## src/rtl/irq_steer_pkg.sv

```systemverilog
// Package: shared types and constants of the steering router.
// Assumes an 8-bit route register with a disable flag in bit 7 and the
// target number in bits 3:0; bits 6:4 are stored but carry no meaning.
package irq_steer_pkg;
    typedef logic [7:0] route_t;

    localparam int unsigned ROUTE_OFF_BIT = 7;
    localparam int unsigned TGT_W         = 4;
    localparam route_t      ROUTE_RESET   = 8'h80;
endpackage

```

## src/rtl/steer_cfg_regs.sv

```systemverilog
// Route register file: one byte per shared line, at two four-byte groups.
// Assumes NUM_LINES is twice a power of two and that each group base is
// aligned to its group size. Unmapped writes are dropped and unmapped
// reads return zero.
module steer_cfg_regs
    import irq_steer_pkg::*;
#(
    parameter int unsigned NUM_LINES  = 8,
    parameter int unsigned ADDR_W     = 8,
    parameter logic [7:0]  GRP_A_BASE = 8'h60,
    parameter logic [7:0]  GRP_B_BASE = 8'h68
) (
    input  logic                        clk,
    input  logic                        rst_n,
    input  logic                        wr_en,
    input  logic [ADDR_W-1:0]           wr_addr,
    input  route_t                      wr_data,
    input  logic [ADDR_W-1:0]           rd_addr,
    output route_t                      rd_data,
    output logic [NUM_LINES-1:0][7:0]   route_q
);
    localparam int unsigned SLOT_W = $clog2(NUM_LINES / 2);
    localparam int unsigned IDX_W  = SLOT_W + 1;

    logic             wr_hit;
    logic [IDX_W-1:0] wr_idx;
    logic             rd_hit;
    logic [IDX_W-1:0] rd_idx;

    // Decode the write offset into a line index.
    always_comb begin
        wr_hit = 1'b0;
        wr_idx = '0;
        if (wr_addr[ADDR_W-1:SLOT_W] == GRP_A_BASE[ADDR_W-1:SLOT_W]) begin
            wr_hit = 1'b1;
            wr_idx = {1'b0, wr_addr[SLOT_W-1:0]};
        end else if (wr_addr[ADDR_W-1:SLOT_W] == GRP_B_BASE[ADDR_W-1:SLOT_W]) begin
            wr_hit = 1'b1;
            wr_idx = {1'b1, wr_addr[SLOT_W-1:0]};
        end
    end

    // Decode the read offset into a line index.
    always_comb begin
        rd_hit = 1'b0;
        rd_idx = '0;
        if (rd_addr[ADDR_W-1:SLOT_W] == GRP_A_BASE[ADDR_W-1:SLOT_W]) begin
            rd_hit = 1'b1;
            rd_idx = {1'b0, rd_addr[SLOT_W-1:0]};
        end else if (rd_addr[ADDR_W-1:SLOT_W] == GRP_B_BASE[ADDR_W-1:SLOT_W]) begin
            rd_hit = 1'b1;
            rd_idx = {1'b1, rd_addr[SLOT_W-1:0]};
        end
    end

    // Return the stored byte for a mapped read, zero otherwise.
    always_comb begin
        rd_data = rd_hit ? route_q[rd_idx] : 8'h00;
    end

    for (genvar g = 0; g < NUM_LINES; g++) begin : g_reg
        // Hold one route byte; reset to the disabled value.
        always_ff @(posedge clk) begin
            if (!rst_n)
                route_q[g] <= ROUTE_RESET;
            else if (wr_en && wr_hit && wr_idx == IDX_W'(g))
                route_q[g] <= wr_data;
        end

        assert_write_lands_R2: assert property (@(posedge clk) disable iff (!rst_n)
            (wr_en && wr_hit && wr_idx == IDX_W'(g)) |=> (route_q[g] == $past(wr_data)));
    end

    assert_idle_hold_R2: assert property (@(posedge clk) disable iff (!rst_n)
        !wr_en |=> $stable(route_q));

    assert_unmapped_write_R3: assert property (@(posedge clk) disable iff (!rst_n)
        (wr_en && !wr_hit) |=> $stable(route_q));
endmodule

```

## src/rtl/steer_line_cond.sv

```systemverilog
// Line conditioning: inverts the active-low shared lines and folds each
// internal event into the line chosen for it by EVT_LINE (one byte per
// event, holding the line index). Purely combinational.
module steer_line_cond #(
    parameter int unsigned             NUM_LINES = 8,
    parameter int unsigned             NUM_EVT   = 2,
    parameter logic [NUM_EVT*8-1:0]    EVT_LINE  = 16'h0300
) (
    input  logic [NUM_LINES-1:0] line_n,
    input  logic [NUM_EVT-1:0]   evt_src,
    output logic [NUM_LINES-1:0] line_act
);
    for (genvar g = 0; g < NUM_LINES; g++) begin : g_line
        // Active-high level of line g, including any event aimed at it.
        always_comb begin
            line_act[g] = ~line_n[g];
            for (int e = 0; e < NUM_EVT; e++) begin
                if (EVT_LINE[e*8 +: 8] == 8'(g))
                    line_act[g] = line_act[g] | evt_src[e];
            end
        end
    end
endmodule

```

## src/rtl/steer_xbar.sv

```systemverilog
// Steering crossbar: each active line is decoded to a one-hot target. A
// target is only decoded when the line's disable bit is clear and the
// target lies in ALLOWED. The one-hot vectors of all lines are then ORed.
module steer_xbar
    import irq_steer_pkg::*;
#(
    parameter int unsigned          NUM_LINES = 8,
    parameter int unsigned          NUM_IRQ   = 16,
    parameter logic [NUM_IRQ-1:0]   ALLOWED   = 16'hDEF8
) (
    input  logic [NUM_LINES-1:0]        line_act,
    input  logic [NUM_LINES-1:0][7:0]   route_q,
    output logic [NUM_IRQ-1:0]          routed
);
    logic [NUM_LINES-1:0][NUM_IRQ-1:0] dec;
    logic [NUM_LINES-1:0][2:0]         unused_mid;

    for (genvar g = 0; g < NUM_LINES; g++) begin : g_dec
        logic [TGT_W-1:0] tgt;
        assign tgt           = route_q[g][TGT_W-1:0];
        assign unused_mid[g] = route_q[g][6:4];

        // One-hot target of line g when it is active and routable.
        always_comb begin
            dec[g] = '0;
            if (line_act[g] && !route_q[g][ROUTE_OFF_BIT] && ALLOWED[tgt])
                dec[g][tgt] = 1'b1;
        end
    end

    // Wired-OR of every line's contribution.
    always_comb begin
        routed = '0;
        for (int k = 0; k < NUM_LINES; k++)
            routed = routed | dec[k];
    end
endmodule

```

## src/rtl/irq_steer_router.sv

```systemverilog
// Top of the shared interrupt line steering router. Route registers are
// clocked; the request path from lines, events and direct inputs to
// irq_req is combinational. Assumes the downstream controller treats
// steered IRQs as level sensitive (software sets that up elsewhere).
module irq_steer_router
    import irq_steer_pkg::*;
#(
    parameter int unsigned          NUM_LINES  = 8,
    parameter int unsigned          NUM_IRQ    = 16,
    parameter int unsigned          NUM_EVT    = 2,
    parameter int unsigned          ADDR_W     = 8,
    parameter logic [7:0]           GRP_A_BASE = 8'h60,
    parameter logic [7:0]           GRP_B_BASE = 8'h68,
    parameter logic [NUM_IRQ-1:0]   ALLOWED    = 16'hDEF8,
    parameter logic [NUM_EVT*8-1:0] EVT_LINE   = 16'h0300
) (
    input  logic                 clk,
    input  logic                 rst_n,
    input  logic                 cfg_wr_en,
    input  logic [ADDR_W-1:0]    cfg_wr_addr,
    input  logic [7:0]           cfg_wr_data,
    input  logic [ADDR_W-1:0]    cfg_rd_addr,
    output logic [7:0]           cfg_rd_data,
    input  logic [NUM_LINES-1:0] line_n,
    input  logic [NUM_EVT-1:0]   evt_src,
    input  logic [NUM_IRQ-1:0]   direct_irq,
    output logic [NUM_IRQ-1:0]   irq_req
);
    logic [NUM_LINES-1:0][7:0] route_q;
    logic [NUM_LINES-1:0]      line_act;
    logic [NUM_IRQ-1:0]        routed;
    logic                      all_off;

    steer_cfg_regs #(
        .NUM_LINES (NUM_LINES),
        .ADDR_W    (ADDR_W),
        .GRP_A_BASE(GRP_A_BASE),
        .GRP_B_BASE(GRP_B_BASE)
    ) u_regs (
        .clk    (clk),
        .rst_n  (rst_n),
        .wr_en  (cfg_wr_en),
        .wr_addr(cfg_wr_addr),
        .wr_data(cfg_wr_data),
        .rd_addr(cfg_rd_addr),
        .rd_data(cfg_rd_data),
        .route_q(route_q)
    );

    steer_line_cond #(
        .NUM_LINES(NUM_LINES),
        .NUM_EVT  (NUM_EVT),
        .EVT_LINE (EVT_LINE)
    ) u_cond (
        .line_n  (line_n),
        .evt_src (evt_src),
        .line_act(line_act)
    );

    steer_xbar #(
        .NUM_LINES(NUM_LINES),
        .NUM_IRQ  (NUM_IRQ),
        .ALLOWED  (ALLOWED)
    ) u_xbar (
        .line_act(line_act),
        .route_q (route_q),
        .routed  (routed)
    );

    // Merge routed lines with the direct requests.
    always_comb begin
        irq_req = routed | direct_irq;
    end

    // True when every route register carries its disable bit.
    always_comb begin
        all_off = 1'b1;
        for (int k = 0; k < NUM_LINES; k++)
            all_off = all_off & route_q[k][ROUTE_OFF_BIT];
    end

    assert_all_disabled_R5: assert property (@(posedge clk) disable iff (!rst_n)
        all_off |-> (irq_req == direct_irq));

    assert_no_forbidden_irq_R6: assert property (@(posedge clk) disable iff (!rst_n)
        (irq_req & ~ALLOWED & ~direct_irq) == '0);

    assert_direct_pass_R9: assert property (@(posedge clk) disable iff (!rst_n)
        (irq_req & direct_irq) == direct_irq);
endmodule

```

## config.mk

```make
export PLATFORM = sky130hd
export DESIGN_NAME = irq_steer_router
export DESIGN_NICKNAME = d
export VERILOG_FILES = /design/src/rtl/irq_steer_pkg.sv /design/src/rtl/steer_cfg_regs.sv /design/src/rtl/steer_line_cond.sv /design/src/rtl/steer_xbar.sv /design/src/rtl/irq_steer_router.sv
export SDC_FILE = /design/constraint.sdc
export NUM_CORES = 1
export LEC_CHECK = 0
export ABC_AREA = 1
export ABC_CLOCK_PERIOD_IN_PS = 2150
export BUFFER_PORTS_ARGS = -buffer_cell sky130_fd_sc_hd__buf_4
export CAP_MARGIN = 0
export CORE_MARGIN = 2
export CORE_UTILIZATION = 40
export CTS_CLUSTER_DIAMETER = 80
export CTS_CLUSTER_SIZE = 8
export DETAILED_ROUTE_END_ITERATION = 10
export PLACE_DENSITY = 0.56
export RECOVER_POWER = 25
export SETUP_SLACK_MARGIN = 0.2
export SYNTH_ARGS = -nofsm -noshare
export SYNTH_HDL_FRONTEND = slang
export SYNTH_SLANG_ARGS = --single-unit
export TNS_END_PERCENT = 20
```

## constraint.sdc

```tcl
create_clock -name clk -period 2.15 [get_ports clk]
set_input_delay 0.3225 -clock clk [delete_from_list [all_inputs] [get_ports clk]]
set_output_delay 0.3225 -clock clk [all_outputs]
set_load 0.02 [all_outputs]
```

==> results of run 1 <==
[cell families after synthesis]
| family | after synthesis | share of synthesized area, % |
|---|---|---|
| flops | 72 | 29.5 |
| compound gates | 171 | 20.5 |
| buf+inv | 130 | 11.2 |
| simple gates | 417 | 38.8 |
[routing by layer]
metal	vias up	GRT usage [%]	wire, µm
met5	-	0	0
met4	0	12.4	630
met3	45	5.98	1690
met2	285	45.9	9030
met1	2724	42.0	8710
li1	2839	-	-
[path summary, 6_finish.rpt]
kind,startpoint,end,slack (ns),depth (start not counted)
hold reg to reg,u_regs.route_q[14]$_SDFFE_PN0N_,u_regs.route_q[14]$_SDFFE_PN0N_,0.45,2
hold / removal,cfg_wr_data[6],u_regs.route_q[38]$_SDFFE_PN0N_,0.30,3
setup reg to reg,u_regs.route_q[26]$_SDFFE_PN0N_,register,0.87,7
setup / recovery,cfg_rd_addr[6],cfg_rd_data[1],0.07,12
[timing repair]
item                       4_1_cts  5_1_grt
resized for setup               82       91
gates cloned                     0        3
pin swaps                       18       21
setup endpoints to repair       23       23
buffers inserted                 5        5
[cell type report]
class	instances	share of cell area, %
clock buffer	9	3.39
tap	147	2.77
timing repair buffer	110	13.9
sequential	72	22.3
clock inverter	7	1.52
multi-input combinational	588	49.9
inverter	108	6.27
[cell usage in the layout, fill, tap and decap left out, types with 8 or more instances in the layout]
cell	instances
sky130_fd_sc_hd__a21oi_1	41
sky130_fd_sc_hd__buf_4	93
sky130_fd_sc_hd__buf_6	10
sky130_fd_sc_hd__clkbuf_16	11
sky130_fd_sc_hd__dfxtp_1	48
sky130_fd_sc_hd__dfxtp_2	21
sky130_fd_sc_hd__inv_1	91
sky130_fd_sc_hd__inv_2	13
sky130_fd_sc_hd__nand2_1	142
sky130_fd_sc_hd__nand2_2	19
sky130_fd_sc_hd__nand3_1	30
sky130_fd_sc_hd__nand3_4	8
sky130_fd_sc_hd__nand4_1	18
sky130_fd_sc_hd__nor2_1	113
sky130_fd_sc_hd__nor2_2	24
sky130_fd_sc_hd__nor2_4	8
sky130_fd_sc_hd__nor3_1	19
sky130_fd_sc_hd__nor3_2	12
sky130_fd_sc_hd__o211ai_1	10
sky130_fd_sc_hd__o21ai_0	42
sky130_fd_sc_hd__o21ai_1	14
sky130_fd_sc_hd__o22ai_1	23
[per-stage QoR]
step | hold WS (ns) | total power (µW) | setup slack (ns) | instances | util, %
2_1_floorplan | 0.420 | 1500 | 0.392 | 790 | -
3_3_place_gp | 0.439 | 1660 | 0.0440 | 1012 | 47.5
3_5_place_dp | 0.440 | 1670 | 0.0441 | 1012 | 47.5
4_1_cts | 0.286 | 3330 | 0.0960 | 1033 | 53.0
5_1_grt | 0.302 | 3430 | 0.0162 | 1041 | 55.6
6_report | 0.302 | 3310 | 0.0735 | 1041 | 55.6
[power groups by stage]
stage	combinational, µW	clock (µW)	sequential (µW)
2_1_floorplan	132	0	1370
3_3_place_gp	289	0	1370
3_5_place_dp	294	0	1370
4_1_cts	301	1680	1340
5_1_grt	337	1750	1340
6_report	314	1660	1340
[tightest hold or removal path: cells and delay by family]
kind | cells | cell delay (ns)
buffers and inverters | 2 | 0.22
AOI/OAI and AO/OA | 1 | 0.06
==> flow_metrics.env, run 1 <==
export IMPL_outcome="completed"
export IMPL_num_antenna_cells=0
export IMPL_core_mm2=0.0120
export IMPL_timing_max_cap_violations=0
export IMPL_power_per_cell_area_mw_per_mm2=498
export IMPL_critical_path_buf_inv_count=5
export IMPL_cts_root_buffer_cell="sky130_fd_sc_hd__clkbuf_16"
export IMPL_setup_violations=0
export IMPL_chipHeight_um=115
export IMPL_cts_max_path_buffers=2
export IMPL_grt_setup_unrepaired="true"
export IMPL_drive_gt1_share_pct=31.2
export IMPL_yosys_warnings=0
export IMPL_io_buffer_count=76
export IMPL_intPower_uw=2490
export IMPL_tritoncts="done"
export IMPL_postSynthCellCount=790
export IMPL_chipWidth_um=115
export IMPL_clock_tree_skew_after_final_layout_ns=0.00373
export IMPL_critPathArrivalTime_ns=1.75
export IMPL_final_period_utilization_pct=96.6
export IMPL_cts_htree_levels=3
export IMPL_peakVddDrop_v=0.000416
export IMPL_routed_via_count=5893
export IMPL_cp_slowest_cell="sky130_fd_sc_hd__nor2_4"
export IMPL_io_pins=77
export IMPL_detailedRoute_firstIterationViolations=498
export IMPL_sequence_of_cells_on_the_critical_path="buf_6 -> inv_2 -> nor2_4 -> nand3_4 -> nor2_4 -> buf_12 -> nand2_1 -> o211ai_1 -> nand2_1 -> o21ai_2 -> inv_1 -> buf_4"
export IMPL_synthDominantCellAreaShare_pct=29.5
export IMPL_first_pass_grt_wire_length_um=29900
export IMPL_initial_core_util_pct=40.9
export IMPL_static_leakage_uw=0.00281
export IMPL_syn_avg_cell_area_um2=6.19
export IMPL_synth_top_flop_cell="sky130_fd_sc_hd__dfxtp_1"
export IMPL_endpoint_kind="output pin"
export IMPL_timing_max_slew_rel_slack_pct=40.4
export IMPL_syn_num_nets=843
export IMPL_netlist_cell_type_count=39
export IMPL_antenna_found_initial=0
export IMPL_worst_margin_pin_slew_ns=0.888
export IMPL_synth_seq_cells=72
export IMPL_critPathRequiredTime_ns=1.83
export IMPL_switching_power_uw=818
export IMPL_design_area_mm2=0.00665
export IMPL_report_final_hold_viol_count=0
export IMPL_clock_insertion_delay_worst_skew_ns=0.34
export IMPL_drt_pass1_iter_count=5
export IMPL_combined_area_of_the_multi_input_logic_cells_mm2=0.00332
export IMPL_layout_net_count=942
export IMPL_detailedPlacementHpwl_um=15600
export IMPL_syn_cell_area_mm2=0.00489
export IMPL_detail_route_wl_per_cell_um=19.3
export IMPL_detail_route_vias_per_cell=5.66
export IMPL_grt_pass1_vias=5374
export IMPL_weighted_congestion_at_the_end_of_routability_driven_global_placement=0.966
export IMPL_sequential_share_of_power_pct=40.5
export IMPL_post_synth_top_area_cell="sky130_fd_sc_hd__dfxtp_1"
export IMPL_pin_count_of_the_biggest_net_entering_global_routing=41
export IMPL_share_comb_of_total_power_pct=9.5
export IMPL_synth_yosys_seq_area_share_pct=29.5
export IMPL_min_period_ns=2.08
export IMPL_dpl_instance_area_mm2=0.00568
export IMPL_fillerInstances=1206
export IMPL_timing_critical_path_fanout_max=6
export IMPL_worstSetupStartpointType="primary input"
export IMPL_totalWireLength_um=20100
export IMPL_global_route_overflow_total=0
export IMPL_cts_clk_slew_worst_paths_ns=0.06
export IMPL_setup_worst_path_class="in2out"
export IMPL_holdBufCountCts=0
export IMPL_async_reset_ff_share_pct=0
export IMPL_path_delay_family="simple AND/OR/NAND/NOR gates"
export IMPL_fmax_ghz=0.482
export IMPL_synth_edf_count=0
export IMPL_synth_most_common_cell="sky130_fd_sc_hd__nand2_1"
export IMPL_cpPeakStageDelay_ns=0.30
export IMPL_floorplan_die_area_mm2=0.0131
export IMPL_tns_ns=0
export IMPL_clock_sinks=72
export IMPL_antenna_violating_nets_post_route=0
export IMPL_worst_hold_path_type="in2reg"
export IMPL_share_of_total_power_consumed_by_net_switching_pct=24.7
export IMPL_synth_top_cells_by_area="sky130_fd_sc_hd__dfxtp_1 (29%), sky130_fd_sc_hd__nand2_1 (12%), sky130_fd_sc_hd__nor2_1 (9.4%)"
export IMPL_final_max_slew_viol_count=0
export IMPL_seqCellArea_mm2=0.00148
export IMPL_area_growth_from_synthesis_to_layout_pct=36.0
export IMPL_cts_made_buffers=9
export IMPL_p_clk_share_pct=50.0
export IMPL_synth_top_cells_by_count="sky130_fd_sc_hd__nand2_1 (162), sky130_fd_sc_hd__nor2_1 (123), sky130_fd_sc_hd__inv_1 (106), sky130_fd_sc_hd__dfxtp_1 (72), sky130_fd_sc_hd__o21ai_0 (46)"
export IMPL_drc=0
export IMPL_row_count=40
export IMPL_global_route_usage_total_pct=30.3
Power figures use the tool's default switching activity.
==> run 2, diff against run 1 <==
CTS_BUF_LIST = sky130_fd_sc_hd__clkbuf_2 sky130_fd_sc_hd__clkbuf_4 sky130_fd_sc_hd__clkbuf_8   (was not set)
==> flow_metrics.env, run 2 (synthesis gave the netlist of run 1 again) <==
export IMPL_design_area_mm2=0.00655
export IMPL_clock_tree_skew_after_final_layout_ns=0.00546
export IMPL_violated_checks="negative setup slack"
export IMPL_cts_clk_slew_worst_paths_ns=0.08
export IMPL_detail_route_wl_per_cell_um=19.3
export IMPL_most_frequent_standard_cell_in_the_layout_excluding_fill_and_tap_cells="sky130_fd_sc_hd__nand2_1"
export IMPL_weighted_congestion_at_the_end_of_routability_driven_global_placement=0.966
export IMPL_endpoint_kind="output pin"
export IMPL_worst_margin_pin_slew_ns=0.884
export IMPL_antenna_found_initial=0
export IMPL_holdBufCountCts=0
export IMPL_critical_path_buf_inv_count=2
export IMPL_share_comb_of_total_power_pct=10.8
export IMPL_utilization_of_the_core_after_routing_pct=54.8
export IMPL_io_pins=77
export IMPL_cts_max_path_buffers=2
export IMPL_highest_signal_layer="met4"
export IMPL_switching_power_uw=787
export IMPL_worstSetupStartpointType="register"
export IMPL_worst_hold_path_type="in2reg"
export IMPL_first_pass_grt_wire_length_um=30000
export IMPL_antenna_violating_nets_post_route=0
export IMPL_cts_made_buffers=9
export IMPL_fillerInstances=1218
export IMPL_clock_sinks=72
export IMPL_tritoncts="done"
export IMPL_timing_rr_start="u_regs.route_q[48]$_SDFFE_PN0N_"
export IMPL_totalWireLength_um=20200
export IMPL_hold_start="cfg_wr_data[6]"
export IMPL_initial_core_util_pct=40.9
export IMPL_drt_pass1_iter_count=8
export IMPL_grt_setup_unrepaired="true"
export IMPL_peakVddDrop_v=0.000424
export IMPL_static_leakage_uw=0.00276
export IMPL_detailedRoute_firstIterationViolations=564
export IMPL_cts_htree_levels=3
export IMPL_final_setup_worst_slack_ns=-0.0124
export IMPL_final_period_utilization_pct=101
export IMPL_timing_max_cap_violations=0
export IMPL_row_count=40
export IMPL_cpPeakStageDelay_ns=0.45
export IMPL_min_period_ns=2.16
export IMPL_path_delay_family="flip-flops"
export IMPL_tns_ns=-0.0124
export IMPL_mostFrequentLayoutCells="sky130_fd_sc_hd__nand2_1 (142), sky130_fd_sc_hd__nor2_1 (116), sky130_fd_sc_hd__buf_4 (99)"
export IMPL_p_clk_share_pct=43.3
export IMPL_detail_route_wirelength_met1_um=8720
export IMPL_critPathRequiredTime_ns=1.83
export IMPL_sequence_of_cells_on_the_critical_path="inv_2 -> nand3_4 -> o22ai_1 -> nor2_1 -> o2111ai_1 -> buf_4"
export IMPL_grt_pass1_vias=5307
export IMPL_area_growth_from_synthesis_to_layout_pct=34.0
export IMPL_share_of_total_power_consumed_by_net_switching_pct=27.0
export IMPL_global_route_usage_total_pct=30.2
export IMPL_fmax_ghz=0.462
export IMPL_floorplan_die_area_mm2=0.0131
export IMPL_sequential_share_of_power_pct=46.0
export IMPL_dpl_instance_area_mm2=0.00568
export IMPL_critPathArrivalTime_ns=1.84
export IMPL_setup_violations=1
export IMPL_cts_root_buffer_cell="sky130_fd_sc_hd__clkbuf_8"
export IMPL_setup_worst_path_class="reg2out"
export IMPL_detailedPlacementHpwl_um=15600
export IMPL_outcome="complete, but fails checks"
export IMPL_global_route_overflow_total=0
export IMPL_layout_net_count=947
export IMPL_drive_gt1_share_pct=30.9
export IMPL_cp_slowest_cell="sky130_fd_sc_hd__dfxtp_1"
export IMPL_pin_count_of_the_biggest_net_entering_global_routing=41
export IMPL_chipWidth_um=115
export IMPL_clock_insertion_delay_worst_skew_ns=0.38
export IMPL_core_mm2=0.0120
export IMPL_report_final_hold_viol_count=0
export IMPL_met3_length_um=1650
export IMPL_intPower_uw=2130
export IMPL_drc=0
export IMPL_timing_critical_path_from="u_regs.route_q[10]$_SDFFE_PN0N_"
export IMPL_timing_critical_path_fanout_max=4
export IMPL_io_buffer_count=76
export IMPL_wl_met2_um=9270
export IMPL_timing_max_slew_rel_slack_pct=40.7
export IMPL_power_per_cell_area_mw_per_mm2=446
export IMPL_chipHeight_um=115
export IMPL_final_max_slew_viol_count=0
export IMPL_routed_via_count=5971
export IMPL_num_antenna_cells=0
export IMPL_detail_route_vias_per_cell=5.71
run 2: worst reg2reg max path, delay by kind of cell, from the launching register on:
family	cells	cell delay, ns
buffers and inverters	1	0.14
DFF	1	0.39
and+or+nand+nor	6	0.63
run 2: final cells by class:
class	instances	area [µm²]	area share, %
clock buffer	9	124	1.89
clock inverter	7	101	1.55
inverter	108	414	6.32
multi-input combinational	588	3290	50.3
sequential	72	1480	22.5
tap	147	184	2.81
timing repair buffer	115	957	14.6
run 2: timing repair:
item | 4_1_cts | 5_1_grt
hold endpoints to repair | 0 | 0
endpoints found under the setup margin | 23 | 23
setup buffers | 4 | 11
pin swaps | 17 | 23
gates cloned | 0 | 3
resized for setup | 81 | 80
run 2: final timing paths:
kind	to	slack, ns	cells past startpoint
worst max-delay path	irq_req[0]	-0.01	6
worst min-delay path	u_regs.route_q[38]$_SDFFE_PN0N_	0.26	3
worst max register to register	register	0.88	7
worst min register to register	u_regs.route_q[28]$_SDFFE_PN0N_	0.46	2
run 2: through the flow:
step                      hold WS (ns)  total power, µW  cells  setup slack [ns]
after floorplan                  0.420             1500    790             0.392
after global placement           0.439             1660   1012            0.0440
after detailed placement         0.440             1670   1012            0.0441
after CTS                        0.245             2920   1032            0.0544
after global routing             0.263             3010   1046           -0.0185
final                            0.264             2920   1046           -0.0124
run 2: power groups by stage:
stage | clock, µW | sequential (µW) | combinational, µW
after floorplan | 0 | 1370 | 132
after global placement | 0 | 1370 | 289
after detailed placement | 0 | 1370 | 294
after CTS | 1270 | 1340 | 301
after global routing | 1330 | 1340 | 337
final | 1260 | 1340 | 315
run 2: metal layers:
| metal | up-vias | global-route usage, % |
|---|---|---|
| met5 | - | 0 |
| met3 | 41 | 4.45 |
| met1 | 2809 | 42.7 |
| li1 | 2845 | - |
| met2 | 276 | 47.1 |
| met4 | 0 | 9.92 |
==> run 3, diff against run 2 <==
SETUP_SLACK_MARGIN = 0.02   (was 0.2)
==> flow_metrics.env, run 3 (synthesis gave the netlist of run 1 again) <==
export IMPL_outcome="completed"
export IMPL_grt_pass1_vias=5256
export IMPL_clock_insertion_delay_worst_skew_ns=0.38
export IMPL_path_delay_family="simple AND/OR/NAND/NOR gates"
export IMPL_fillerInstances=1242
export IMPL_peakVddDrop_v=0.000420
export IMPL_critPathRequiredTime_ns=1.83
export IMPL_fmax_ghz=0.467
export IMPL_critPathArrivalTime_ns=1.82
export IMPL_core_mm2=0.0120
export IMPL_detail_route_vias_per_cell=5.62
export IMPL_chipHeight_um=115
export IMPL_tritoncts="done"
export IMPL_holdBufCountCts=0
export IMPL_gr_usage_met3_pct=4.82
export IMPL_dp_cells=1012
export IMPL_cts_htree_levels=3
export IMPL_clock_sinks=72
export IMPL_num_antenna_cells=0
export IMPL_timing_critical_path_fanout_max=4
export IMPL_static_leakage_uw=0.00269
export IMPL_grt_most_used_layer="met2"
export IMPL_switching_power_uw=776
export IMPL_report_final_hold_viol_count=0
export IMPL_post_layout_total_power_uw=2900
export IMPL_final_max_slew_viol_count=0
export IMPL_io_pins=77
export IMPL_pin_count_of_the_biggest_net_entering_global_routing=41
export IMPL_cts_made_buffers=9
export IMPL_cts_max_path_buffers=2
export IMPL_detailedPlacementHpwl_um=15600
export IMPL_drc=0
export IMPL_global_route_usage_total_pct=29.9
export IMPL_cp_slowest_cell="sky130_fd_sc_hd__dfxtp_4"
export IMPL_area_growth_from_synthesis_to_layout_pct=28.9
export IMPL_first_pass_grt_wire_length_um=29600
export IMPL_met2_resource_use_gr_pct=46.7
export IMPL_clock_tree_skew_after_final_layout_ns=0.00498
export IMPL_reg2reg_slack_ns=0.89
export IMPL_dpl_instance_area_mm2=0.00568
export IMPL_setup_violations=0
export IMPL_drt_pass1_iter_count=5
export IMPL_global_route_overflow_total=0
export IMPL_worstSetupStartpointType="register"
export IMPL_design_area_mm2=0.00630
export IMPL_final_period_utilization_pct=99.6
export IMPL_most_frequent_standard_cell_in_the_layout_excluding_fill_and_tap_cells="sky130_fd_sc_hd__nand2_1"
export IMPL_chipWidth_um=115
export IMPL_timing_max_cap_violations=0
export IMPL_cts_root_buffer_cell="sky130_fd_sc_hd__clkbuf_8"
export IMPL_totalWireLength_um=19600
export IMPL_timing_max_slew_rel_slack_pct=41.0
export IMPL_share_comb_of_total_power_pct=10.4
export IMPL_finalNonFillerCells=1033
export IMPL_cpPeakStageDelay_ns=0.37
export IMPL_sequential_share_of_power_pct=46.2
export IMPL_worst_hold_path_type="in2reg"
export IMPL_sequence_of_cells_on_the_critical_path="nor2_2 -> nand2_2 -> inv_2 -> nand3_2 -> o22ai_1 -> nor2_1 -> nand3_2 -> buf_4"
export IMPL_power_per_cell_area_mw_per_mm2=460
export IMPL_setup_worst_path_class="reg2out"
export IMPL_detailedRoute_firstIterationViolations=581
export IMPL_io_buffer_count=76
export IMPL_endpoint_kind="output pin"
export IMPL_min_period_ns=2.14
export IMPL_routed_via_count=5803
export IMPL_met1_track_demand_over_resource_in_global_routing_pct=42.2
export IMPL_p_clk_share_pct=43.4
export IMPL_mostFrequentLayoutCells="sky130_fd_sc_hd__nand2_1 (146), sky130_fd_sc_hd__nor2_1 (119), sky130_fd_sc_hd__inv_1 (98)"
export IMPL_row_count=40
export IMPL_antenna_found_initial=0
export IMPL_weighted_congestion_at_the_end_of_routability_driven_global_placement=0.966
export IMPL_critical_path_top_cell_by_count="sky130_fd_sc_hd__nand3_2"
export IMPL_drive_gt1_share_pct=28.0
export IMPL_share_of_total_power_consumed_by_net_switching_pct=26.8
export IMPL_initial_core_util_pct=40.9
export IMPL_antenna_violating_nets_post_route=0
export IMPL_intPower_uw=2120
export IMPL_grt_setup_unrepaired="true"
export IMPL_worst_margin_pin_slew_ns=0.880
export IMPL_cts_clk_slew_worst_paths_ns=0.08
export IMPL_layout_net_count=934
export IMPL_floorplan_die_area_mm2=0.0131
export IMPL_critical_path_buf_inv_count=2
export IMPL_detail_route_wl_per_cell_um=19.0
[run 3: changes by cell type in the layout (fill, tap and decap cells not counted), moves of 3 or more]
cell,previous run,this run
sky130_fd_sc_hd__o22ai_1,21,24
sky130_fd_sc_hd__nand3_1,28,31
sky130_fd_sc_hd__nand2_1,142,146
sky130_fd_sc_hd__nor2_4,8,3
sky130_fd_sc_hd__nand2_2,21,17
sky130_fd_sc_hd__buf_6,10,3
sky130_fd_sc_hd__inv_1,94,98
sky130_fd_sc_hd__buf_4,99,95
sky130_fd_sc_hd__nor2_1,116,119
sky130_fd_sc_hd__dfxtp_2,24,21
[run 3: cell type report]
type,instances,area (µm²),share of cell area (%)
multi-input cells,588,3210,50.9
inverters,108,405,6.43
well taps,147,184,2.92
flip-flops and latches,72,1480,23.5
repair buffers,102,802,12.7
clock inverters,7,101,1.61
clock buffers,9,124,1.97
[run 3: routing by layer]
metal | vias up | part of all wire, %
li1 | 2819 | -
met1 | 2711 | 44
met2 | 235 | 46
met3 | 38 | 7.4
met4 | 0 | 2.7
met5 | - | 0
[run 3: tightest hold or removal path, cell delays in order]
cell,delay (ns)
sky130_fd_sc_hd__buf_4,0.14
sky130_fd_sc_hd__inv_1,0.07
sky130_fd_sc_hd__a21oi_1,0.06
[run 3: final timing paths]
path | from | to | depth (start not counted)
setup reg to reg | u_regs.route_q[16]$_SDFFE_PN0N_ | register | 7
hold / removal | cfg_wr_data[5] | u_regs.route_q[37]$_SDFFE_PN0N_ | 3
setup / recovery | u_regs.route_q[23]$_SDFFE_PN1N_ | irq_req[2] | 8
hold reg to reg | u_regs.route_q[14]$_SDFFE_PN0N_ | u_regs.route_q[14]$_SDFFE_PN0N_ | 2
[run 3: timing repair]
action	4_1_cts	5_1_grt
setup buffers	1	4
pin swaps	4	11
gates resized for setup	37	89
setup endpoints to repair	16	23
[run 3: through the flow]
step | hold WS [ns] | setup WS (ns) | TNS (ns) | utilization [%]
after CTS | 0.245 | -0.000802 | -0.000802 | 50.7
final | 0.263 | 0.00853 | 0 | 52.7
after global placement | 0.439 | 0.0440 | 0 | 47.5
after floorplan | 0.420 | 0.392 | 0 | -
after detailed placement | 0.440 | 0.0441 | 0 | 47.5
after global routing | 0.263 | -0.0210 | -0.0488 | 52.7
[run 3: power groups by stage]
stage | Clock [µW] | Sequential [µW] | Combinational [µW]
3_5_place_dp | 0 | 1370 | 294
6_report | 1260 | 1340 | 301
4_1_cts | 1270 | 1340 | 298
2_1_floorplan | 0 | 1370 | 132
5_1_grt | 1330 | 1340 | 324
3_3_place_gp | 0 | 1370 | 289
